==> src/rtl/ecw_pkg.sv <==
package ecw_pkg;
  typedef enum logic {ST_HUNT, ST_LOCK} lock_st_e;
endpackage

==> src/rtl/ecw_frame_align.sv <==
module ecw_frame_align #(
  parameter int DATA_W = 10
) (
  input  logic              clk_i,
  input  logic              rst_ni,
  input  logic              clr_i,
  input  logic              bit_i,
  input  logic              vld_i,
  input  logic              keep_i,
  output logic              frm_end_o,
  output logic              frm_ok_o,
  output logic [DATA_W-1:0] payload_o
);
  localparam int FRM_LEN = DATA_W + 2;
  localparam int CW = $clog2(FRM_LEN);
  localparam logic [CW-1:0] LAST = CW'(FRM_LEN - 1);

  logic [FRM_LEN-2:0] sr_q;
  logic [CW-1:0]      cnt_q;
  logic [FRM_LEN-1:0] win;

  // oldest bit at the top of the window
  assign win       = {sr_q, bit_i};
  assign frm_end_o = vld_i && (cnt_q == LAST);
  assign frm_ok_o  = win[FRM_LEN-1] && !win[0];

  for (genvar k = 0; k < DATA_W; k++) begin : g_pay
    assign payload_o[k] = win[FRM_LEN-2-k];
  end

  always_ff @(posedge clk_i or negedge rst_ni) begin
    if (!rst_ni) begin
      sr_q  <= '0;
      cnt_q <= LAST;
    end else if (clr_i) begin
      sr_q  <= '0;
      cnt_q <= LAST;
    end else if (vld_i) begin
      sr_q <= win[FRM_LEN-2:0];
      if (cnt_q == LAST) cnt_q <= (frm_ok_o || keep_i) ? '0 : LAST; // else slip one bit
      else               cnt_q <= cnt_q + 1'b1;
    end
  end


  frame_gap_chk: assert property (@(posedge clk_i) disable iff (!rst_ni)
    (frm_end_o && (frm_ok_o || keep_i) && !clr_i) |=> !frm_end_o);

  idle_hold_chk: assert property (@(posedge clk_i) disable iff (!rst_ni)
    (!vld_i && !clr_i) |=> $stable(cnt_q) && $stable(sr_q));
endmodule

==> src/rtl/ecw_lock_fsm.sv <==
module ecw_lock_fsm
  import ecw_pkg::*;
#(
  parameter int LOCK_FRAMES = 80,
  parameter int LOSS_FRAMES = 2
) (
  input  logic clk_i,
  input  logic rst_ni,
  input  logic clr_i,
  input  logic frm_end_i,
  input  logic frm_ok_i,
  output logic locked_o,
  output logic emit_o,
  output logic keep_o
);
  localparam int GW = $clog2(LOCK_FRAMES + 1);
  localparam int MW = $clog2(LOSS_FRAMES + 1);
  localparam logic [GW-1:0] GOOD_LAST = GW'(LOCK_FRAMES - 1);
  localparam logic [MW-1:0] MISS_LAST = MW'(LOSS_FRAMES - 1);

  lock_st_e       st_q;
  logic [GW-1:0]  good_q;
  logic [MW-1:0]  miss_q;

  assign locked_o = (st_q == ST_LOCK);
  assign keep_o   = locked_o && (miss_q != MISS_LAST);
  assign emit_o   = frm_end_i &&
                    ((!locked_o && frm_ok_i && good_q == GOOD_LAST) ||
                     (locked_o && (frm_ok_i || miss_q != MISS_LAST)));

  always_ff @(posedge clk_i or negedge rst_ni) begin
    if (!rst_ni) begin
      st_q   <= ST_HUNT;
      good_q <= '0;
      miss_q <= '0;
    end else if (clr_i) begin
      st_q   <= ST_HUNT;
      good_q <= '0;
      miss_q <= '0;
    end else if (frm_end_i) begin
      unique case (st_q)
        ST_HUNT: begin
          if (!frm_ok_i)               good_q <= '0;
          else if (good_q == GOOD_LAST) begin
            st_q   <= ST_LOCK;
            good_q <= '0;
          end else                     good_q <= good_q + 1'b1;
        end
        ST_LOCK: begin
          if (frm_ok_i)                miss_q <= '0;
          else if (miss_q == MISS_LAST) begin
            st_q   <= ST_HUNT;
            miss_q <= '0;
          end else                     miss_q <= miss_q + 1'b1;
        end
        default: st_q <= ST_HUNT;
      endcase
    end
  end


  good_range_chk: assert property (@(posedge clk_i) disable iff (!rst_ni)
    good_q <= GOOD_LAST);

  miss_idle_chk: assert property (@(posedge clk_i) disable iff (!rst_ni)
    !locked_o |-> miss_q == '0);

  acq_restart_chk: assert property (@(posedge clk_i) disable iff (!rst_ni)
    (frm_end_i && !frm_ok_i && !locked_o) |=> good_q == '0);
endmodule

==> src/rtl/ecw_deser.sv <==
module ecw_deser #(
  parameter int DATA_W      = 10,
  parameter int LOCK_FRAMES = 80,
  parameter int LOSS_FRAMES = 2
) (
  input  logic              clk_i,
  input  logic              rst_ni,
  input  logic              pwr_en_i,
  input  logic              out_en_i,
  input  logic              bit_i,
  input  logic              bit_vld_i,
  output logic [DATA_W-1:0] word_o,
  output logic              word_stb_o,
  output logic              lock_no,
  output logic              oe_o
);
  logic              clr;
  logic              frm_end, frm_ok, keep, locked, emit;
  logic [DATA_W-1:0] payload, word_q;
  logic              stb_q;

  assign clr = !pwr_en_i;

  ecw_frame_align #(.DATA_W(DATA_W)) u_align (
    .clk_i, .rst_ni, .clr_i(clr), .bit_i, .vld_i(bit_vld_i), .keep_i(keep),
    .frm_end_o(frm_end), .frm_ok_o(frm_ok), .payload_o(payload)
  );

  ecw_lock_fsm #(.LOCK_FRAMES(LOCK_FRAMES), .LOSS_FRAMES(LOSS_FRAMES)) u_lock (
    .clk_i, .rst_ni, .clr_i(clr), .frm_end_i(frm_end), .frm_ok_i(frm_ok),
    .locked_o(locked), .emit_o(emit), .keep_o(keep)
  );

  always_ff @(posedge clk_i or negedge rst_ni) begin
    if (!rst_ni) begin
      word_q <= '0;
      stb_q  <= 1'b0;
    end else if (clr) begin
      word_q <= '0;
      stb_q  <= 1'b0;
    end else begin
      stb_q <= emit;
      if (emit) word_q <= payload;
    end
  end

  assign lock_no    = !locked;
  assign oe_o       = out_en_i && pwr_en_i && locked;
  assign word_o     = oe_o ? word_q : '0;
  assign word_stb_o = oe_o && stb_q;


  stb_locked_chk: assert property (@(posedge clk_i) disable iff (!rst_ni)
    stb_q |-> !lock_no);

  lock_word_chk: assert property (@(posedge clk_i) disable iff (!rst_ni)
    $fell(lock_no) |-> stb_q);

  unlock_cause_chk: assert property (@(posedge clk_i) disable iff (!rst_ni)
    $rose(lock_no) |-> $past(!pwr_en_i || (frm_end && !frm_ok)));

  pwr_off_chk: assert property (@(posedge clk_i) disable iff (!rst_ni)
    !pwr_en_i |=> lock_no);
endmodule

==> config.mk <==
export PLATFORM = sky130hd
export DESIGN_NAME = ecw_deser
export DESIGN_NICKNAME = d
export VERILOG_FILES = /design/src/rtl/ecw_pkg.sv /design/src/rtl/ecw_frame_align.sv /design/src/rtl/ecw_lock_fsm.sv /design/src/rtl/ecw_deser.sv
export SDC_FILE = /design/constraint.sdc
export NUM_CORES = 1
export LEC_CHECK = 0
export ABC_AREA = 1
export ABC_CLOCK_PERIOD_IN_PS = 2350
export BUFFER_PORTS_ARGS = -buffer_cell sky130_fd_sc_hd__buf_2
export CAP_MARGIN = 20
export CELL_PAD_IN_SITES_DETAIL_PLACEMENT = 2
export CELL_PAD_IN_SITES_GLOBAL_PLACEMENT = 2
export CORE_ASPECT_RATIO = 2
export CORE_MARGIN = 2
export CORE_UTILIZATION = 37
export DETAILED_ROUTE_END_ITERATION = 12
export GPL_TIMING_DRIVEN = 0
export PLACE_DENSITY = 0.88
export SLEW_MARGIN = 40
export SYNTH_ARGS = -nofsm -noshare
export SYNTH_HDL_FRONTEND = slang
export SYNTH_SLANG_ARGS = --single-unit
==> constraint.sdc <==
create_clock -name clk_i -period 2.35 [get_ports clk_i]
set_input_delay 0.1175 -clock clk_i [delete_from_list [all_inputs] [get_ports clk_i]]
set_output_delay 0.1175 -clock clk_i [all_outputs]
set_load 0.05 [all_outputs]
* Yosys cells after proc, flatten, opt, wreduce, memory -nomap -nowiden *
Cells that the tools add are included.

word-level totals
  register bits = 36
  output and inout port bits = 13

cells by class
  add/sub/neg operators = 3
  equal/unequal tests = 9
  mux-type cells = 27
  bitwise gates (word level) = 1
  reduce and logical (&&, ||, !) cells = 17

operators by type and width
  cell                 count
  $mux 7               5
  $mux 10              3
  $mux 11              2
  $mux 4               4
  $logic_and 1x1->1    10
  $mux 2               5
  $ne 2x1->1 const B   5
  $add 7x1->7 const B  1
  $eq 7x7->1 const B   1
  $mux 1               7
  $add 4x1->4 const B  1
  $eq 4x4->1 const B   1
  $reduce_and 2->1     2
  $logic_or 1x1->1     3
  $add 2x1->2 const B  1
  $eq 2x1->1 const B   1
  $logic_not 1->1      2
  $ne 2x2->1 const B   1
  $pmux 1 s2           1
  $not 1->1            1

* Depth between registers and ports, before layout *
Gate-level depths: netlist (run 1).

  word-level depth = 8
  mapped depth = 9
  mapped depth without buffers = 9

* By module *
Synthesis (run 1) repeated with hierarchy kept, for this count alone.

unflattened totals
  cell total of the unflattened synthesis = 242
  area total of the unflattened synthesis = 1,906.8 µm²

modules (own cells, without submodules)
  module           instances  cells each  area each (µm²)  seq. area each (µm²)
  ecw_frame_align  1          91          768.2            379.1
  ecw_lock_fsm     1          77          570.5            250.2
  ecw_deser        1          74          568.0            275.3

* Worst setup path after synthesis (run 1) *
Ideal clock, no wire load.

  path type = register to output
  from = register u_lock.st_q, in the netlist u_lock.locked_o
  to = output port word_o[0]
  arrival = 1.454 ns
  data required time = 2.233 ns
  path slack = 0.779 ns
  stages on the path, launching flop included = 4
  buffers on the path = 1
  path through = dfrtp_1 nand3_1 clkbuf_1 nor2_1

on the way
  cells in the longest elaborated chain, start to end = 2

RTL lines
  item                    line                text
  start, declared         ecw_lock_fsm.sv:21  lock_st_e st_q;
  start signal, assigned  ecw_lock_fsm.sv:33  st_q <= ST_HUNT;
  start signal, assigned  ecw_lock_fsm.sv:37  st_q <= ST_HUNT;
  start signal, assigned  ecw_lock_fsm.sv:45  st_q <= ST_LOCK;
  $logic_and 1x1->1       ecw_deser.sv:48     assign oe_o = out_en_i && pwr_en_i && locked;
  $mux 10                 ecw_deser.sv:49     assign word_o = oe_o ? word_q : '0;
  end, declared           ecw_deser.sv:12     output logic [DATA_W-1:0] word_o,

Every way passes these cells.

* Worst setup path in the final report (run 1) *
  from = register u_lock.st_q, in the netlist u_lock.locked_o
  to = output port word_o[5]

The elaborated chain is that of the path after synthesis.

==> out/metrics.yaml, run 1 <==
start_util_pct: 38.1
min_path_type: "input pin to flop"
wl_per_cell_um: 16.0
finalPower_w: 0.00136
antenna_left: 0
powerDensity_nw_per_um2: 620
p_leak_nw: 1.14
fin_skew_ns: 0.0104
drc: 0
grt-ovfl-total: 0
grt_max_degree: 37
p_sw_share_pct: 31.4
area_growth_pct: 13.3
drtIter0Drc: 24
via_count: 1706
fin_nets: 274
core_area_um2: 5090
final_common_cell: "nand2_1"
fmax_mhz: 547
ys_seq_elements: 36
cts_num_sinks: 36
root_buffer: "clkbuf_8"
port_buffers: 17
path_max_fanout: 10
layoutNonFillerInstCount: 325
pwr-share-seq_pct: 50.1
final_cell_mix: "nand2_1 (48), inv_1 (39), dfrtp_1 (33), nor2_1 (22), buf_2 (21)"
place_inst: 316
hold_violations: 0
grt_pass1_wl_um: 8600
path_class: "flop to output pin"
outcome: "completed"
hpwl_um: 4090
period_share_pct: 77.9
fin_crit_ns: 1.83
htree_levels: 2
dieWidth_um: 55.2
syn_avg_cell_area_um2: 8.05
diodes: 0
drv_cap: 0
worst_skew_pair.late_latency_ns: 0.30
drt_wl_total_um: 5190
rsz0062_at_grt: "no"
cts_made_buffers: 5
synth_warnings: 0
num_rows: 37
slew_viol_final: 0
drtPass1Iterations: 3
grt_pass1_vias: 1871
cts_setup_buffers: 0
syn_area_um2: 1940
cts_tree: "done"
relSlewSlack_pct: 66.7
syn_inst: 241
clk_pin_slew_ns: 0.07
gr-usage-all-layers_pct: 20.5
cts_resized: 0
gp_congestion: 0.722
vdd_drop_max_mv: 0.414
ioPinCount: 19
synth_fp_nets: 249
fillerInstances: 632
fin_tns_setup_ns: 0
worstMarginPinSlew_ns: 0.500
fin_util_pct: 43.1
die_y_um: 106
internal-power_w: 0.000934
arrival_ns: 1.71
yosysSeqAreaShare_pct: 46.6
power_frac_comb_pct: 16.8
die_area_um2: 5870
antenna_found_initial: 0
drive_gt1_share_pct: 22.1
routed_via_density: 5.25
end_kind: "output pin"
pre_cts_ws_ns: 0.635
cts_buffer_depth: 2
switchingPower_w: 0.000428
pwr-share-clk_pct: 33.0
worst-endpoint-required_ns: 2.23
fin_ws_ns: 0.520
start_kind: "flop"
setup_viol: 0
yosys.cell_types.count: 26
-- state kept, by name, indices dropped and copies added (netlist names) --
| register | flops |
|---|---|
| word_q | 10 |
| u_align.sr_q | 11 |
| u_align.cnt_q | 4 |
| u_lock.good_q | 7 |
| u_lock.locked_o | 1 |
| stb_q | 1 |
| u_lock.miss_q | 2 |
-- per-stage QoR --
step / cell area (µm²) / hold slack [ns]
floorplan: 1940 / -0.178
global placement: 2100 / 0.269
detailed placement: 2100 / 0.116
CTS: 2200 / 0.0684
global route: 2200 / 0.101
finish: 2200 / 0.0714
-- layer usage --
layer | vias up | GRT usage (%) | routed length, µm
li1 | 816 | - | -
met1 | 853 | 18.5 | 1720
met2 | 25 | 39.9 | 3220
met3 | 12 | 3.93 | 119
met4 | 0 | 8.36 | 138
met5 | - | 0 | 0
-- worst max-delay path, stage by stage (launching register included) --
cell      delay (ns)
dfrtp_1         0.53
nand3_1         0.19
clkbuf_1        0.26
nor2_1          0.16
buf_2           0.28
-- cell type report --
| class | count | area [µm²] | area share (%) |
|---|---|---|---|
| clock inverter | 3 | 18.8 | 0.854 |
| multi-input combinational | 153 | 811 | 36.9 |
| clock buffer | 5 | 68.8 | 3.13 |
| timing repair buffer | 18 | 97.6 | 4.44 |
| tap | 58 | 72.6 | 3.30 |
| inverter | 40 | 150 | 6.83 |
| sequential | 36 | 905 | 41.2 |
| buffer | 12 | 73.8 | 3.36 |
-- power by group through the flow --
stage | clock, W | sequential [W] | combinational, W
finish | 0.000450 | 0.000683 | 0.000230
global route | 0.000486 | 0.000689 | 0.000264
CTS | 0.000467 | 0.000684 | 0.000237
detailed placement | 0 | 0.000695 | 0.000234
global placement | 0 | 0.000694 | 0.000217
floorplan | 0 | 0.000687 | 0.000166
-- synthesized netlist by cell type --
master,count,area [µm²]
nand3_2,9,90.1
nand2_4,1,11.3
nor2_2,1,6.26
nand3_1,20,100
nand4_1,14,87.6
o21ai_1,3,15.0
inv_2,1,3.75
buf_2,5,25.0
or2_2,1,6.26
nand2_1,48,180
buf_6,1,11.3
a21oi_4,1,16.3
o21ai_4,1,16.3
dfstp_2,3,78.8
a21oi_1,10,50.1
nor2_4,2,22.5
or2_1,1,6.26
clkbuf_1,2,7.51
o211a_1,1,10.0
nand2_2,4,25.0
dfrtp_1,33,826
ha_1,2,25.0
inv_1,39,146
buf_4,4,30.0
o21ai_0,12,60.1
nor2_1,22,82.6
-- cells by family after synthesis --
family | after synthesis | share of synthesized area, %
simple gates | 123 | 31.9
buf+inv | 52 | 11.5
flops | 36 | 46.6
compound gates | 28 | 8.65
fa+ha+maj | 2 | 1.29
-- worst paths after layout --
| check | start | endpoint | slack [ns] | depth (start not counted) |
|---|---|---|---|---|
| setup / recovery | u_lock.locked_o | word_o[5] | 0.52 | 4 |
| hold / removal | bit_i | u_align.sr_q[0] | 0.07 | 3 |
| setup reg to reg | u_align.cnt_q[0] | word_q[9] | 0.59 | 8 |
| hold reg to reg | u_lock.good_q[1] | u_lock.good_q[1] | 0.52 | 2 |
| max in group asynchronous | rst_ni | u_align.cnt_q[1] | 1.67 | 2 |
| min in group asynchronous | rst_ni | u_align.cnt_q[2] | 0.32 | 2 |
-- timing repair --
| action | 4_1_cts | 5_1_grt |
|---|---|---|
| hold endpoints to repair | 33 | 0 |
| setup endpoints to repair | 0 | 0 |
| hold buffers | 1 | 0 |
Note: power is estimated with default switching activity, not from simulation.
==> run 2, diff against run 1 <==
--- a/config.mk
+++ b/config.mk
@@ -5,18 +5,18 @@
 export SDC_FILE = /design/constraint.sdc
 export NUM_CORES = 1
 export LEC_CHECK = 0
-export ABC_AREA = 1
-export ABC_CLOCK_PERIOD_IN_PS = 2350
+export ABC_AREA = 0
+export ABC_CLOCK_PERIOD_IN_PS = 1550
 export BUFFER_PORTS_ARGS = -buffer_cell sky130_fd_sc_hd__buf_2
 export CAP_MARGIN = 20
 export CELL_PAD_IN_SITES_DETAIL_PLACEMENT = 2
 export CELL_PAD_IN_SITES_GLOBAL_PLACEMENT = 2
 export CORE_ASPECT_RATIO = 2
 export CORE_MARGIN = 2
-export CORE_UTILIZATION = 37
+export CORE_UTILIZATION = 35
 export DETAILED_ROUTE_END_ITERATION = 12
 export GPL_TIMING_DRIVEN = 0
-export PLACE_DENSITY = 0.88
+export PLACE_DENSITY = 0.8
 export SLEW_MARGIN = 40
 export SYNTH_ARGS = -nofsm -noshare
 export SYNTH_HDL_FRONTEND = slang
==> constraint.sdc (replaced) <==
create_clock -name clk_i -period 1.55 [get_ports clk_i]
set_input_delay 0.0775 -clock clk_i [delete_from_list [all_inputs] [get_ports clk_i]]
set_output_delay 0.0775 -clock clk_i [all_outputs]
set_load 0.05 [all_outputs]
==> run 2 against run 1 <==
Net effect:
- the flow now finishes with violations (negative setup slack)
- die area is 2.7% lower
- global-route usage rose by 0.25 points
- first-iteration DRC count fell by 4.2%
- total power up 39%
- critical path depth is 3 higher
- final area up 7.7%
- setup slack lost 0.68 ns
- area after synthesis down 8.1%
- clock power increased by 88%
- critical endpoint is now u_lock.miss_q[0]
- highest routed layer unchanged
==> out/metrics.yaml, run 2 <==
relSlewSlack_pct: 67.4  # +0.70 points
grt_max_degree: 37  # unchanged
die_area_um2: 5720  # -2.7%
syn_area_um2: 1780  # -8.1%
cts_tree: "done"
violations: "negative setup slack"
rsz0062_at_grt: "yes"
ioPinCount: 19  # unchanged
antenna_found_initial: 0  # unchanged
pwr-share-seq_pct: 49.7  # -0.4 points
gr-usage-all-layers_pct: 20.7  # +0.25 points
ys.flop_type: "dfrtp_1"
grt_util_met2_pct: 37.5  # -2.4 points
cp_slowest_cell: "dfstp_2"
outcome: "complete, but fails checks"
cp_top_family: "flip-flops"
p_sw_share_pct: 23.1  # -8.4 points
routed_via_density: 5.56  # +5.9%
path_max_fanout: 6  # -4
drv_cap: 0  # unchanged
powerDensity_nw_per_um2: 802  # +29%
area_growth_pct: 32.8
port_buffers: 17  # unchanged
core_area_um2: 4910  # -3.6%
setup_viol: 20  # +20
yosys.cell_types.count: 41  # +58%
fmax_mhz: 585
drt_wl_total_um: 5300  # +2.0%
antenna_left: 0  # unchanged
hpwl_um: 3430  # -16%
largest_reg_flops: 11  # unchanged
cp_cell_sequence: "ha_4, nand4b_4, buf_4, buf_6, nor2_1, mux2i_1, nor2b_1"
diodes: 0  # unchanged
yosysSeqAreaShare_pct: 50.7  # +4.1 points
hold_violations: 0  # unchanged
grt_pass1_wl_um: 8590  # -0.16%
grt-ovfl-total: 0  # unchanged
min_to: "u_align.sr_q[0]"
synth_fp_nets: 161  # -35%
cp_num_buf_inv: 2  # unchanged
clk_pin_slew_ns: 0.08  # about the same
yosysTopAreaCellShare_pct: 46.3  # +3.7 points
final_common_cell: "dfrtp_1"
use_met1_pct: 21.6  # +3.2 points
gp_congestion: 0.707  # -2.1%
start_util_pct: 36.3  # -1.8 points
startpoint: "u_align.cnt_q[1]"
grt_pass1_vias: 1666  # -11%
drtIter0Drc: 23  # -4.2%
drive_gt1_share_pct: 37.2  # +15 points
pwr-share-clk_pct: 44.5  # +12 points
reg2reg_slack_ns: -0.16  # -0.75 ns
drc: 0  # unchanged
finalPower_w: 0.00190  # +39%
drtPass1Iterations: 3  # unchanged
hold_depth: 3  # unchanged
yosys-top-cells-count: "dfrtp_1 (33), mux2i_1 (15), nor2b_1 (15)"
syn_avg_cell_area_um2: 11.7  # +45%
fin_nets: 203  # -26%
synth_top_cell_by_area: "dfrtp_1"
rr_endpoint: "u_lock.miss_q[0]"
ys_seq_elements: 36  # unchanged
die_y_um: 105  # -1.4%
final_cell_mix: "dfrtp_1 (29), buf_4 (17), mux2i_1 (15), nor2b_1 (14), buf_6 (13)"
min_path_type: "input pin to flop"
reg2reg_from: "u_align.cnt_q[1]"
period_share_pct: 110
arrival_ns: 1.89  # +0.18 ns
fin_ws_ns: -0.160  # -0.680 ns
synth_area_leaders: "dfrtp_1 (46%), mux2i_1 (8.4%), nor2b_1 (5.3%)"
synthArstFlopShare_pct: 100  # unchanged
worstMarginPinSlew_ns: 0.490  # -0.0105 ns
internal-power_w: 0.00146  # +56%
syn_inst: 153  # -37%
htree_levels: 2  # unchanged
fin_skew_ns: 0.00688  # -0.00347 ns
met3_usage_pct: 4.00  # +0.067 points
cts_num_sinks: 36  # unchanged
yosysMostFrequentCell: "dfrtp_1"
dieWidth_um: 54.5  # -1.3%
worst_skew_pair.late_latency_ns: 0.30  # about the same
fin_crit_ns: 1.71
worstRegToRegCells: 7  # -1
synth_warnings: 0  # unchanged
switchingPower_w: 0.000438  # +2.2%
cts_buffer_depth: 2  # unchanged
hold_start: "bit_i"
synth_edf_count: 0  # unchanged
power_frac_comb_pct: 5.8  # -11 points
p_leak_nw: 1.07  # -6.2%
pre_cts_ws_ns: -0.260  # -0.895 ns
path_class: "flop to flop"
grt-busiest-layer: "met2"
end_kind: "flop"
via_count: 1407  # -18%
wl_per_cell_um: 20.9  # +31%
root_buffer: "clkbuf_8"
worst-endpoint-required_ns: 1.73  # -0.50 ns
start_kind: "flop"
num_rows: 36  # -2.7%
critPathMaxStageDelay_ns: 0.57  # +0.04 ns
vdd_drop_max_mv: 0.599  # +45%
cts_made_buffers: 5  # unchanged
slew_viol_final: 0  # unchanged
regMostFlops: "u_align.sr_q"
hold_ws_ns: 0.136  # +0.0648 ns
top_regs: "u_align.sr_q: 11 flops, word_q: 10 flops, u_lock.good_q: 7 flops"
[run 2: timing repair]
| item | in CTS | in global routing |
|---|---|---|
| gates resized for setup | 24 | 16 |
| gates cloned | 1 | 0 |
| buffers inserted | 11 | 5 |
| pin swaps | 14 | 9 |
| hold buffers | 1 | 0 |
| setup endpoints to repair | 31 | 29 |
| endpoints found under the hold margin | 33 | 0 |
[run 2: cell type report]
type / count / area (µm²)
inverters: 3 / 11.3
multi-input cells: 107 / 918
clock buffers: 5 / 68.8
repair buffers: 35 / 285
fillers: 509 / 2540
well taps: 57 / 71.3
clock inverters: 3 / 42.5
flip-flops and latches: 36 / 910
plain buffers: 7 / 60.1
[run 2: worst max-delay path by stage]
stage,end,slack [ns],depth (start not counted)
after floorplan,u_lock.good_q[3],-0.07,5
after global placement,u_lock.good_q[3],-0.18,5
after detailed placement,word_q[2],-0.26,6
after CTS,word_q[5],-0.16,5
after global routing,u_lock.good_q[3],-0.22,5
final,u_lock.miss_q[0],-0.16,7
[run 2: per-layer routing]
layer  vias to the layer above  share of wire (%)
met1                       730                 37
li1                        642                  -
met4                         0                2.2
met3                        11                2.0
met5                         -                  0
met2                        24                 58
[run 2: power groups by stage]
| stage | sequential [W] | combinational, W | clock (W) |
|---|---|---|---|
| floorplan | 0.000962 | 0.0000504 | 0 |
| global placement | 0.000962 | 0.0000887 | 0 |
| detailed placement | 0.000963 | 0.0000923 | 0 |
| CTS | 0.000945 | 0.000105 | 0.000861 |
| global route | 0.000945 | 0.000119 | 0.000907 |
| finish | 0.000945 | 0.000110 | 0.000845 |
[run 2: cell families after synthesis]
family                     synth area share (%)
and+or+nand+nor                            20.4
DFF                                        50.7
AOI/OAI and AO/OA                          15.4
muxes                                      8.42
buffers and inverters                      3.09
adders and majority gates                  1.40
xor gates and xnor gates                  0.491
[run 2: worst register-to-register path, cell delays in order, from the launching register on]
cell	delay, ns
dfstp_2	0.57
ha_4	0.16
nand4b_4	0.16
buf_4	0.18
buf_6	0.11
nor2_1	0.11
mux2i_1	0.23
nor2b_1	0.08
[run 2: stage by stage]
step | instances | cell area [µm²] | setup TNS, ns | util, %
4_1_cts | 248 | 2270 | -2.22 | 46.3
2_1_floorplan | 153 | 1830 | -0.332 | -
6_report | 253 | 2370 | -1.61 | 48.2
5_1_grt | 253 | 2370 | -2.91 | 48.2
3_3_place_gp | 227 | 1980 | -2.40 | 40.4
3_5_place_dp | 227 | 1980 | -3.81 | 40.4
==> run 3, diff against run 2 <==
--- a/config.mk
+++ b/config.mk
@@ -11,12 +11,12 @@
 export CAP_MARGIN = 20
 export CELL_PAD_IN_SITES_DETAIL_PLACEMENT = 2
 export CELL_PAD_IN_SITES_GLOBAL_PLACEMENT = 2
-export CORE_ASPECT_RATIO = 2
 export CORE_MARGIN = 2
 export CORE_UTILIZATION = 35
 export DETAILED_ROUTE_END_ITERATION = 12
 export GPL_TIMING_DRIVEN = 0
 export PLACE_DENSITY = 0.8
+export SKIP_LAST_GASP = 1
 export SLEW_MARGIN = 40
 export SYNTH_ARGS = -nofsm -noshare
 export SYNTH_HDL_FRONTEND = slang
==> run 3 against run 2 <==
Net effect:
- the flow still finishes with violations (negative setup slack)
- sequential power hardly changed
- register-to-register slack lost 0.05 ns
- clock skew decreased by 0.0034 ns
- critical path depth is 1 lower
==> out/metrics.yaml, run 3 (synthesis results as in run 2) <==
outcome: "complete, but fails checks"
violations: "negative setup slack"
vdd_drop_max_mv: 0.440  # -27%
powerDensity_nw_per_um2: 807  # +0.59%
internal-power_w: 0.00147  # +0.35%
cts_made_buffers: 5  # unchanged
regMostFlops: "u_align.sr_q"
reg2reg_slack_ns: -0.21  # -0.05 ns
design_area_um2: 2330  # -1.5%
start_util_pct: 37.0  # +0.70 points
final_cell_mix: "dfrtp_1 (29), buf_4 (20), mux2i_1 (15), nor2b_1 (14), and2_1 (11)"
switchingPower_w: 0.000416  # -5.1%
slew_viol_final: 0  # unchanged
port_buffers: 17  # unchanged
core_area_um2: 4820  # -1.9%
p_sw_share_pct: 22.1  # -0.97 points
cts_buffer_depth: 2  # unchanged
rsz0062_at_grt: "yes"
antenna_left: 0  # unchanged
worst-endpoint-required_ns: 1.72  # about the same
htree_levels: 2  # unchanged
root_buffer: "clkbuf_8"
fin_crit_ns: 1.76  # +0.0502 ns
fin_tns_setup_ns: -3.43  # -1.82 ns
largest_reg_flops: 11  # unchanged
dieWidth_um: 75.4  # +38%
fillerInstances: 498  # -2.2%
drive_gt1_share_pct: 37.0  # -0.27 points
fin_skew_ns: 0.00346  # -0.00343 ns
path_max_fanout: 10  # +4
top_regs: "u_align.sr_q: 11 flops, word_q: 10 flops, u_lock.good_q: 7 flops"
power_frac_comb_pct: 6.0  # +0.2 points
drtPass1Iterations: 4  # +1
clk_pin_slew_ns: 0.07  # about the same
gp_congestion: 0.810  # +15%
place_area_um2: 1990  # +0.63%
grt_pass1_vias: 1569  # -5.8%
diodes: 0  # unchanged
pwr-share-seq_pct: 50.2  # +0.5 points
pwr-share-clk_pct: 43.8  # -0.7 points
drtIter0Drc: 33  # +43%
drc: 0  # unchanged
ioPinCount: 19  # unchanged
path_class: "flop to flop"
relSlewSlack_pct: 68.9  # +1.5 points
worst_skew_pair.late_latency_ns: 0.29  # about the same
die_y_um: 75.4  # -28%
final_common_cell: "dfrtp_1"
grt_max_degree: 37  # unchanged
via_count: 1371  # -2.6%
p_leak_nw: 1.05  # -2.1%
fin_util_pct: 48.4  # +0.20 points
grt-ovfl-total: 0  # unchanged
area_growth_pct: 30.8
finalPower_w: 0.00188  # -0.90%
period_share_pct: 114  # +3.2 points
cts_tree: "done"
cts_num_sinks: 36  # unchanged
drv_cap: 0  # unchanged
hold_violations: 0  # unchanged
pre_cts_ws_ns: -0.209  # +0.0516 ns
gr-usage-all-layers_pct: 20.2  # -0.57 points
grt_pass1_wl_um: 8340  # -2.9%
min_path_type: "input pin to flop"
wl_per_cell_um: 19.9  # -4.8%
antenna_found_initial: 0  # unchanged
hpwl_um: 3230  # -5.7%
arrival_ns: 1.93  # +0.04 ns
num_rows: 25  # -31%
fin_ws_ns: -0.210  # -0.0502 ns
fin_nets: 199  # -2.0%
end_kind: "flop"
drt_wl_total_um: 5160  # -2.5%
die_area_um2: 5680  # -0.60%
fmax_mhz: 568  # -2.9%
start_kind: "flop"
setup_viol: 20  # unchanged
routed_via_density: 5.29  # -4.8%
worstMarginPinSlew_ns: 0.466  # -0.0232 ns
regArea_um2: 910  # unchanged
multi_input_area_um2: 937  # +2.0%
## run 3: cell type report
class | count | area share [%]
Multi-Input combinational cell | 107 | 40.2
Sequential cell | 36 | 39.0
Timing Repair Buffer | 31 | 9.82
Tap cell | 67 | 3.59
Clock buffer | 6 | 3.11
Buffer | 7 | 2.31
Clock inverter | 2 | 1.50
Inverter | 3 | 0.483
## run 3: power groups by stage
stage | logic (W) | registers [W] | clock network, W
after detailed placement | 0.0000910 | 0.000963 | 0
after floorplan | 0.0000504 | 0.000962 | 0
after global routing | 0.000123 | 0.000945 | 0.000871
final | 0.000113 | 0.000945 | 0.000825
after CTS | 0.000103 | 0.000945 | 0.000842
after global placement | 0.0000886 | 0.000963 | 0
## run 3: routing by layer
metal | GRT usage, % | share of wire (%) | up-vias | wire [µm]
met2 | 37.1 | 54 | 25 | 2770
met3 | 3.31 | 2.4 | 6 | 122
li1 | - | - | 629 | -
met5 | 0 | 0 | - | 0
met4 | 5.26 | 1.0 | 0 | 52
met1 | 24.4 | 43 | 711 | 2220
## run 3: worst paths after layout
check	end	start	depth (start not counted)
max reg2reg	word_q[9]	u_align.cnt_q[1]	6
max in group asynchronous	u_align.cnt_q[3]	rst_ni	2
min	u_align.sr_q[0]	bit_i	3
min in group asynchronous	word_q[7]	rst_ni	2
min reg2reg	word_q[4]	word_q[4]	1
max	word_q[9]	u_align.cnt_q[1]	6
## run 3: worst max-delay path: stages, from the launching register on
cell	delay (ns)
dfstp_2	0.57
ha_4	0.15
nand4b_4	0.17
buf_6	0.17
o31a_1	0.25
buf_6	0.15
a22o_1	0.18
## run 3: what timing repair did
item	4_1_cts	5_1_grt
endpoints found under the setup margin	30	31
resized for setup	15	20
pin swaps	8	6
buffers inserted	11	2
hold buffers	1	0
endpoints found under the hold margin	33	0
## run 3: metrics by stage
step / cells / hold WS (ns)
after detailed placement: 237 / 0.219
after floorplan: 153 / -0.218
after global placement: 237 / 0.204
after global routing: 259 / 0.142
final: 259 / 0.140
after CTS: 257 / 0.136
